### src/rtl/pcfg_seq.sv
module pcfg_seq #(
  parameter int CLK_HZ    = 100_000_000,
  parameter int PROG_MS   = 20,
  parameter int BUS_BYTES = 2,
  parameter int CLK_DIV   = 4,
  parameter int MAX_POLLS = 1000,
  parameter int TAIL_CLKS = 8
) (
  input  logic                   clk,
  input  logic                   rst_n,
  input  logic                   start,
  input  logic [31:0]            length,
  input  logic [7:0]             in_data,
  input  logic                   in_valid,
  output logic                   in_ready,
  input  logic                   init_i,
  input  logic                   done_i,
  output logic                   prog_n,
  output logic                   csel_n,
  output logic                   rdwr_n,
  output logic [8*BUS_BYTES-1:0] cfg_data,
  output logic                   cfg_clk,
  output logic                   busy,
  output logic                   finished,
  output logic [1:0]             err_code
);
  localparam int DW       = 8 * BUS_BYTES;
  localparam int PROG_CYC = CLK_HZ / 1000 * PROG_MS;
  localparam int LOWC     = CLK_DIV / 2;
  localparam bit WIDTH_OK = (BUS_BYTES == 1) || (BUS_BYTES == 2) || (BUS_BYTES == 4);

  typedef enum logic [3:0] {
    S_IDLE, S_SETUP, S_PULSE, S_WINIT, S_LOAD, S_SEND, S_CHECK, S_POLL, S_TAIL
  } st_t;

  st_t         state;
  logic [31:0] cnt, rem;
  logic [15:0] lane;
  logic [DW-1:0] word;
  logic        take;

  assign busy     = state != S_IDLE;
  assign prog_n   = state != S_PULSE;
  assign csel_n   = state == S_IDLE;
  assign rdwr_n   = state == S_IDLE;
  assign cfg_clk  = (state == S_SEND || state == S_TAIL) && cnt >= 32'(LOWC);
  assign in_ready = state == S_LOAD && rem != 0;
  assign take     = state == S_LOAD && (rem == 0 || in_valid);
  assign cfg_data = word;

  always_ff @(posedge clk or negedge rst_n) begin
    if (!rst_n) begin
      state    <= S_IDLE;
      cnt      <= '0;
      rem      <= '0;
      lane     <= '0;
      word     <= '0;
      finished <= 1'b0;
      err_code <= 2'd0;
    end else begin
      case (state)
        S_IDLE: if (start) begin
          finished <= 1'b0;
          word     <= '0;
          if (!WIDTH_OK) err_code <= 2'd1;
          else begin
            err_code <= 2'd0;
            rem      <= length;
            state    <= S_SETUP;
          end
        end
        S_SETUP: begin
          cnt   <= '0;
          state <= S_PULSE;
        end
        S_PULSE:
          if (cnt == 32'(PROG_CYC - 1)) begin
            cnt   <= '0;
            state <= S_WINIT;
          end else cnt <= cnt + 1;
        S_WINIT: if (init_i) begin
          lane  <= '0;
          state <= (rem == 0) ? S_CHECK : S_LOAD;
        end
        S_LOAD: if (take) begin
          word <= (rem != 0) ? ((word << 8) | DW'(in_data)) : (word << 8);
          if (rem != 0) rem <= rem - 1;
          if (lane == 16'(BUS_BYTES - 1)) begin
            lane  <= '0;
            cnt   <= '0;
            state <= S_SEND;
          end else lane <= lane + 1;
        end
        S_SEND:
          if (cnt == 32'(CLK_DIV - 1)) begin
            cnt   <= '0;
            state <= (rem == 0) ? S_CHECK : S_LOAD;
          end else cnt <= cnt + 1;
        S_CHECK:
          if (!init_i) begin
            err_code <= 2'd2;
            state    <= S_IDLE;
          end else begin
            cnt   <= '0;
            state <= S_POLL;
          end
        S_POLL:
          if (done_i) begin
            cnt   <= '0;
            lane  <= '0;
            word  <= '0;
            state <= S_TAIL;
          end else if (cnt == 32'(MAX_POLLS - 1)) begin
            err_code <= 2'd3;
            state    <= S_IDLE;
          end else cnt <= cnt + 1;
        S_TAIL:
          if (cnt == 32'(CLK_DIV - 1)) begin
            cnt <= '0;
            if (lane == 16'(TAIL_CLKS - 1)) begin
              finished <= 1'b1;
              state    <= S_IDLE;
            end else lane <= lane + 1;
          end else cnt <= cnt + 1;
        default: state <= S_IDLE;
      endcase
    end
  end
endmodule

### config.mk
export PLATFORM = sky130hd
export DESIGN_NAME = pcfg_seq
export DESIGN_NICKNAME = d
export VERILOG_FILES = /design/src/rtl/pcfg_seq.sv
export SDC_FILE = /design/constraint.sdc
export NUM_CORES = 1
export LEC_CHECK = 0
export BUFFER_PORTS_ARGS = -buffer_cell sky130_fd_sc_hd__buf_2
export CAP_MARGIN = 20
export CORE_ASPECT_RATIO = 2
export CORE_MARGIN = 5
export CORE_UTILIZATION = 60
export DETAILED_ROUTE_END_ITERATION = 16
export PLACE_DENSITY_LB_ADDON = 0.15
export SETUP_SLACK_MARGIN = 0.15
export SYNTH_ARGS = -nofsm -noshare
export SYNTH_HDL_FRONTEND = slang
export SYNTH_SLANG_ARGS = --single-unit
### constraint.sdc
create_clock -name clk -period 5.55 [get_ports clk]
set_input_delay 0.555 -clock clk [delete_from_list [all_inputs] [get_ports clk]]
set_output_delay 0.555 -clock clk [all_outputs]
set_load 0.005 [all_outputs]
==> reports/results.ini, run 1 <==
[place]
globalplace.congestion=0.882
dp_hpwl_um=13300
port_buffers=70

[power]
fin_total_pwr_mw=1.44
peakVddDrop_mv=0.172
p_per_area_mw_per_mm2=205
leakage_nw=2.97

[die]
start_util_pct=60.7
fp-row-count=53
dieArea_mm2=0.0129
die-width_um=82.8
design.core.area_mm2=0.0105
ios=71
fp.dieH_um=156

[clock_network]
cts_root_buffer=clkbuf_16
cts_buffers=9
clock-sinks=103
ctsHoldBuffers=0
clk_pin_slew_ns=0.07
post-cts-setup-buffers=0
htree_levels=3
clk_latency_ns=0.35
cts_resized=0
cts_buffer_depth=2
cts_tree=yes

[setup_path]
critical_path.startpoint_type=flip-flop
rrSetupSlack_ns=1.47
cp_max_fo=47
arrival_ns=4.28
critPathKind=flip-flop to flip-flop
worst_ep_required_time_ns=5.76
endpoint_kind=flip-flop

[hold_path]
hold_path.class=input port to async pin

[timing]
setup_violations=0
tns_ns=0
post-route-period-util_pct=73.5
skew_ns=0.00804
layout_min_cycle_time_ns=4.08
drv_slew=0
holdWs_ns=0.126
fmax_mhz=245
rsz0062_at_grt=false
hold_viol=0
maxSlewHeadroom_pct=31.2
worstMarginPinSlew_ns=1.03

[drt]
ant_nets=0
top_layer=met4
routedLengthMet1_um=6210
route.detailed.drc=0
num_vias=6327
drt_iter0_drc=343
vias_per_cell=6.68
met2WireLength_um=10200
dr_wl_met3_um=869
wirelength_um=18300
first_pass_iters=4
routedWlPerCell_um=19.3

[finish]
diodes=0
drive_above_1_share_pct=14.2
final_cell_mix=dfrtp_1, nand2_1, o21ai_0
final_nets=858
synthToLayoutAreaGrowth_pct=10.6
final_common_cell=dfrtp_1
post-route-util_pct=67.2

[yosys]
synth-edff-count=0
ys_seq_elements=103
ys_seq_area_share_pct=40.5
synth_nets=818
synth.distinct_cells=60
synth_cells=765
yosysWarnings=0
synthArstFlopShare_pct=100
syn_avg_cell_area_um2=8.32
ys.flop_type=dfrtp_1
syn_area_mm2=0.00636

[run_status]
status=finished, final reports clean

[global_route]
grt_usage_pct=28.2
grt-ovfl-total=0
grt_pass1_vias=6272
antenna_found_initial=0
grt_max_degree=73
grt_pass1_wl_um=29900

[job]
maxCapViolCount=0

[sequential cells by signal, summed over array words and instances (netlist names)]
register	cells
rem	32
lane	16
finished	1
cnt	32
state	4
err_code	2
cfg_data	16
[layout make-up]
class	instances	area, um^2
multi-input combinational	589	3500
fill	903	3440
sequential	103	2580
timing repair buffer	80	428
clock buffer	9	225
tap	137	171
inverter	22	82.6
clock inverter	7	55.1
[worst max-delay path, cell delays in order, from the launching register on]
cell and delay [ns]:
dfrtp_1 0.66, or4b_2 1.05, nor2_1 0.26, o31a_1 0.54
or4b_1 0.21, buf_4 0.37, nand2b_1 0.60, o21ai_0 0.20
[power breakdown]
part	internal, mW	switching [mW]	total [mW]
registers	0.755	0.00611	0.761
clock network	0.310	0.303	0.613
logic	0.0275	0.0425	0.0699
total	1.09	0.351	1.44
[cells by family (layout without fill, tap and decap cells)]
kind of cell / Yosys count / count (layout) / share of synthesized area (%)
AO/OA/AOI/OAI: 249 / 249 / 24.1
flip-flops: 103 / 103 / 40.5
buffers and inverters: 73 / 118 / 4.76
multiplexers: 10 / 10 / 1.59
adder cells (fa/ha/maj): 7 / 7 / 1.38
AND/OR/NAND/NOR: 323 / 323 / 27.7
[worst paths after layout]
check / startpoint / to / cells past startpoint
hold reg to reg: cfg_data[15] / cfg_data[15] / 2
setup reg to reg: state[2] / cnt[24] / 7
min in group clk: in_data[4] / cfg_data[4] / 3
setup / recovery: state[2] / cnt[24] / 7
hold / removal: rst_n / cfg_data[15] / 1
max in group asynchronous: rst_n / state[1] / 2
[through the flow]
stage	cell area, um^2	instances	setup slack [ns]
6_report	7040	947	1.47
5_1_grt	7040	947	1.20
4_1_cts	7040	947	1.54
3_5_place_dp	6760	931	1.56
3_3_place_gp	6760	931	1.65
2_1_floorplan	6360	765	2.77
[metal layers]
metal / track usage [%] / vias up
met4: 18.8 / 0
met1: 28.0 / 3024
met2: 53.5 / 272
met5: 0 / -
met3: 3.86 / 80
li1: - / 2951
[synthesized netlist by cell type, types with 6 or more instances]
cell type / number / area share (%)
inv_1: 22 / 1.3
a32oi_1: 6 / 0.83
o21ai_0: 80 / 6.3
or4_1: 19 / 2.2
a31oi_1: 15 / 1.5
o41ai_1: 8 / 1.1
nor4_1: 23 / 2.3
o31ai_1: 12 / 1.4
nand3_1: 26 / 2.0
ha_1: 7 / 1.4
dfrtp_1: 103 / 40
nor2_1: 42 / 2.5
a21o_1: 8 / 0.94
mux2i_1: 9 / 1.4
nand4_1: 19 / 1.9
a21oi_1: 61 / 4.8
or3_1: 10 / 0.98
nand2b_1: 15 / 1.5
o22a_1: 6 / 0.83
o22ai_1: 8 / 0.79
and3_1: 12 / 1.2
and4_1: 6 / 0.83
nor3_1: 21 / 1.7
nand2_1: 96 / 5.7
clkbuf_1: 45 / 2.7
Note: power is estimated with default switching activity, not from simulation.
==> inputs of run 2 (changes only) <==
- CORE_UTILIZATION: 60 -> 54
- clock period: 5.55 -> 3.51 ns (I/O delays scaled with it)
==> run 2 against run 1 <==
  * Combinational power grew 59%
  * Clock power grew 78%
  * Critical endpoint is now cnt[8]
  * Hold slack lost 0.047 ns
  * Worst setup slack lost 1.1 ns
  * Utilization shrank 5.2 points
  * Count of clock-buffer cells in the layout is the same
  * Largest power group unchanged
  * Critical path type unchanged
  * Non-clock buffer count grew 16
==> reports/results.ini, run 2 (synthesis results as in run 1) <==
[run_status]
status=finished, final reports clean  ; unchanged

[timing]
drv_slew=0  ; unchanged
fmax_mhz=315  ; was 245 MHz
setup_ws_ns=0.339  ; was 1.47 ns
tns_ns=0  ; unchanged
post-route-period-util_pct=90.3  ; was 73.5%
rsz0062_at_grt=false  ; unchanged
worstMarginPinSlew_ns=0.863  ; was 1.03 ns
maxSlewHeadroom_pct=42.5  ; was 31.2%
layout_min_cycle_time_ns=3.17  ; was 4.08 ns
skew_ns=0.0113  ; was 0.00804 ns
hold_viol=0  ; unchanged
setup_violations=0  ; unchanged
holdWs_ns=0.0790  ; was 0.126 ns

[finish]
drive_above_1_share_pct=15.7  ; was 14.2%
final_nets=874  ; was 858
reg.largest.list=cnt x32, rem x32  ; unchanged
regArea_mm2=0.00258  ; unchanged
multi_input_area_mm2=0.00349  ; was 0.00350 mm^2
postLayoutCellArea_mm2=0.00721  ; was 0.00704 mm^2
final_cell_mix=dfrtp_1, nand2_1, o21ai_0  ; unchanged
synthToLayoutAreaGrowth_pct=13.2  ; was 10.6%
fillCellCount=1068  ; was 903
final_common_cell=dfrtp_1  ; unchanged
diodes=0  ; unchanged

[power]
power.internal_mw=1.82  ; was 1.09 mW
power_frac_clock_pct=45.3  ; was 42.5%
seq_power_share_pct=50.1  ; was 52.7%
power.share.switching_pct=24.4  ; was 24.3%
p_switching_uw=585  ; was 351 uW
peakVddDrop_mv=0.297  ; was 0.172 mV
leakage_nw=3.06  ; was 2.97 nW
p_comb_share_pct=4.6  ; was 4.8%
p_per_area_mw_per_mm2=333  ; was 205 mW/mm^2

[clock_network]
cts_buffers=9  ; unchanged
clk_pin_slew_ns=0.08  ; was 0.07 ns
cts_buffer_depth=2  ; unchanged
clock-sinks=103  ; unchanged
clk_latency_ns=0.36  ; was 0.35 ns
post-cts-setup-buffers=0  ; unchanged
cts_root_buffer=clkbuf_16  ; unchanged
cts_tree=yes  ; unchanged
cts_resized=0  ; unchanged
htree_levels=3  ; unchanged
ctsHoldBuffers=0  ; unchanged

[drt]
drt_iter0_drc=328  ; was 343
num_vias=6229  ; was 6327
route.detailed.drc=0  ; unchanged
first_pass_iters=5  ; was 4
ant_nets=0  ; unchanged
wirelength_um=18200  ; was 18300 um
vias_per_cell=6.42  ; was 6.68
routedWlPerCell_um=18.7  ; was 19.3 um

[die]
design.core.area_mm2=0.0116  ; was 0.0105 mm^2
dieArea_mm2=0.0142  ; was 0.0129 mm^2
fp.dieH_um=164  ; was 156 um
die-width_um=86.8  ; was 82.8 um
ios=71  ; unchanged
start_util_pct=54.7  ; was 60.7%
fp-row-count=56  ; was 53

[place]
port_buffers=70  ; unchanged
globalplace.congestion=0.881  ; was 0.882
place_area_mm2=0.00688  ; was 0.00676 mm^2
pre_cts_ws_ns=0.429  ; was 1.56 ns
dp_hpwl_um=13400  ; was 13300 um

[global_route]
grt_pass1_vias=6127  ; was 6272
grt_usage_pct=26.4  ; was 28.2%
grt-ovfl-total=0  ; unchanged
grt_pass1_wl_um=29800  ; was 29900 um
antenna_found_initial=0  ; unchanged
grt_max_degree=66  ; was 73

[setup_path]
arrival_ns=3.41  ; was 4.28 ns
critPathKind=flip-flop to flip-flop  ; unchanged
cp_max_fo=44  ; was 47
rrSetupSlack_ns=0.34  ; was 1.47 ns
critical_path.startpoint_type=flip-flop  ; unchanged
rr_startpoint=rem[0]  ; was state[2]
rr_worst_depth=10  ; was 7
worst_ep_required_time_ns=3.75  ; was 5.76 ns
endpoint_kind=flip-flop  ; unchanged
r2r-end=cnt[8]  ; was cnt[24]

[job]
maxCapViolCount=0  ; unchanged

[hold_path]
hold_path.class=input port to async pin  ; unchanged

-- run 2: how the worst max path moves through the flow --
stage                       from      end  slack (ns)  cells past startpoint
after CTS                 rem[0]  cnt[30]        0.40                     10
after floorplan           rem[0]  cnt[17]        0.73                     10
after global placement    rem[0]   cnt[8]        0.49                     10
after global routing      rem[0]   cnt[8]        0.21                     10
after detailed placement  rem[0]   cnt[8]        0.43                     10
final                     rem[0]   cnt[8]        0.34                     10
-- run 2: worst max-delay path, cell delays in order, from the launching register on --
cell,delay (ns)
dfrtp_1,0.40
inv_1,0.12
ha_1,0.20
nor4b_1,0.23
nand4_1,0.20
o31a_1,0.34
or4b_1,0.54
buf_4,0.27
nand2b_1,0.19
buf_4,0.21
o41ai_1,0.33
-- run 2: power groups by stage --
stage                     combinational, mW  sequential (mW)  clock, mW
after floorplan                      0.0433             1.22          0
after global placement                0.110             1.23          0
after detailed placement              0.112             1.23          0
after CTS                             0.113             1.20       1.11
after global routing                  0.124             1.20       1.15
final                                 0.111             1.20       1.09
-- run 2: cell type report --
type / instances / area share, %
inverter: 22 / 1.15
sequential: 103 / 35.8
timing repair buffer: 96 / 7.60
clock inverter: 7 / 1.39
clock buffer: 9 / 3.12
tap: 145 / 2.52
multi-input combinational: 589 / 48.5
-- run 2: metal layers --
metal  up-vias  wire length [um]  global-route usage (%)
met5         -                 0                       0
met4         0               605                    11.4
met3        51               858                    4.39
met2       196             10300                    49.9
met1      3005              6410                    27.8
li1       2977                 -                       -
-- run 2: per-stage QoR --
stage | cells | power (mW) | util, %
after floorplan | 765 | 1.27 | -
after global placement | 955 | 1.34 | 59.2
after detailed placement | 955 | 1.34 | 59.2
after CTS | 971 | 2.42 | 62.0
after global routing | 971 | 2.48 | 62.0
final | 971 | 2.40 | 62.0
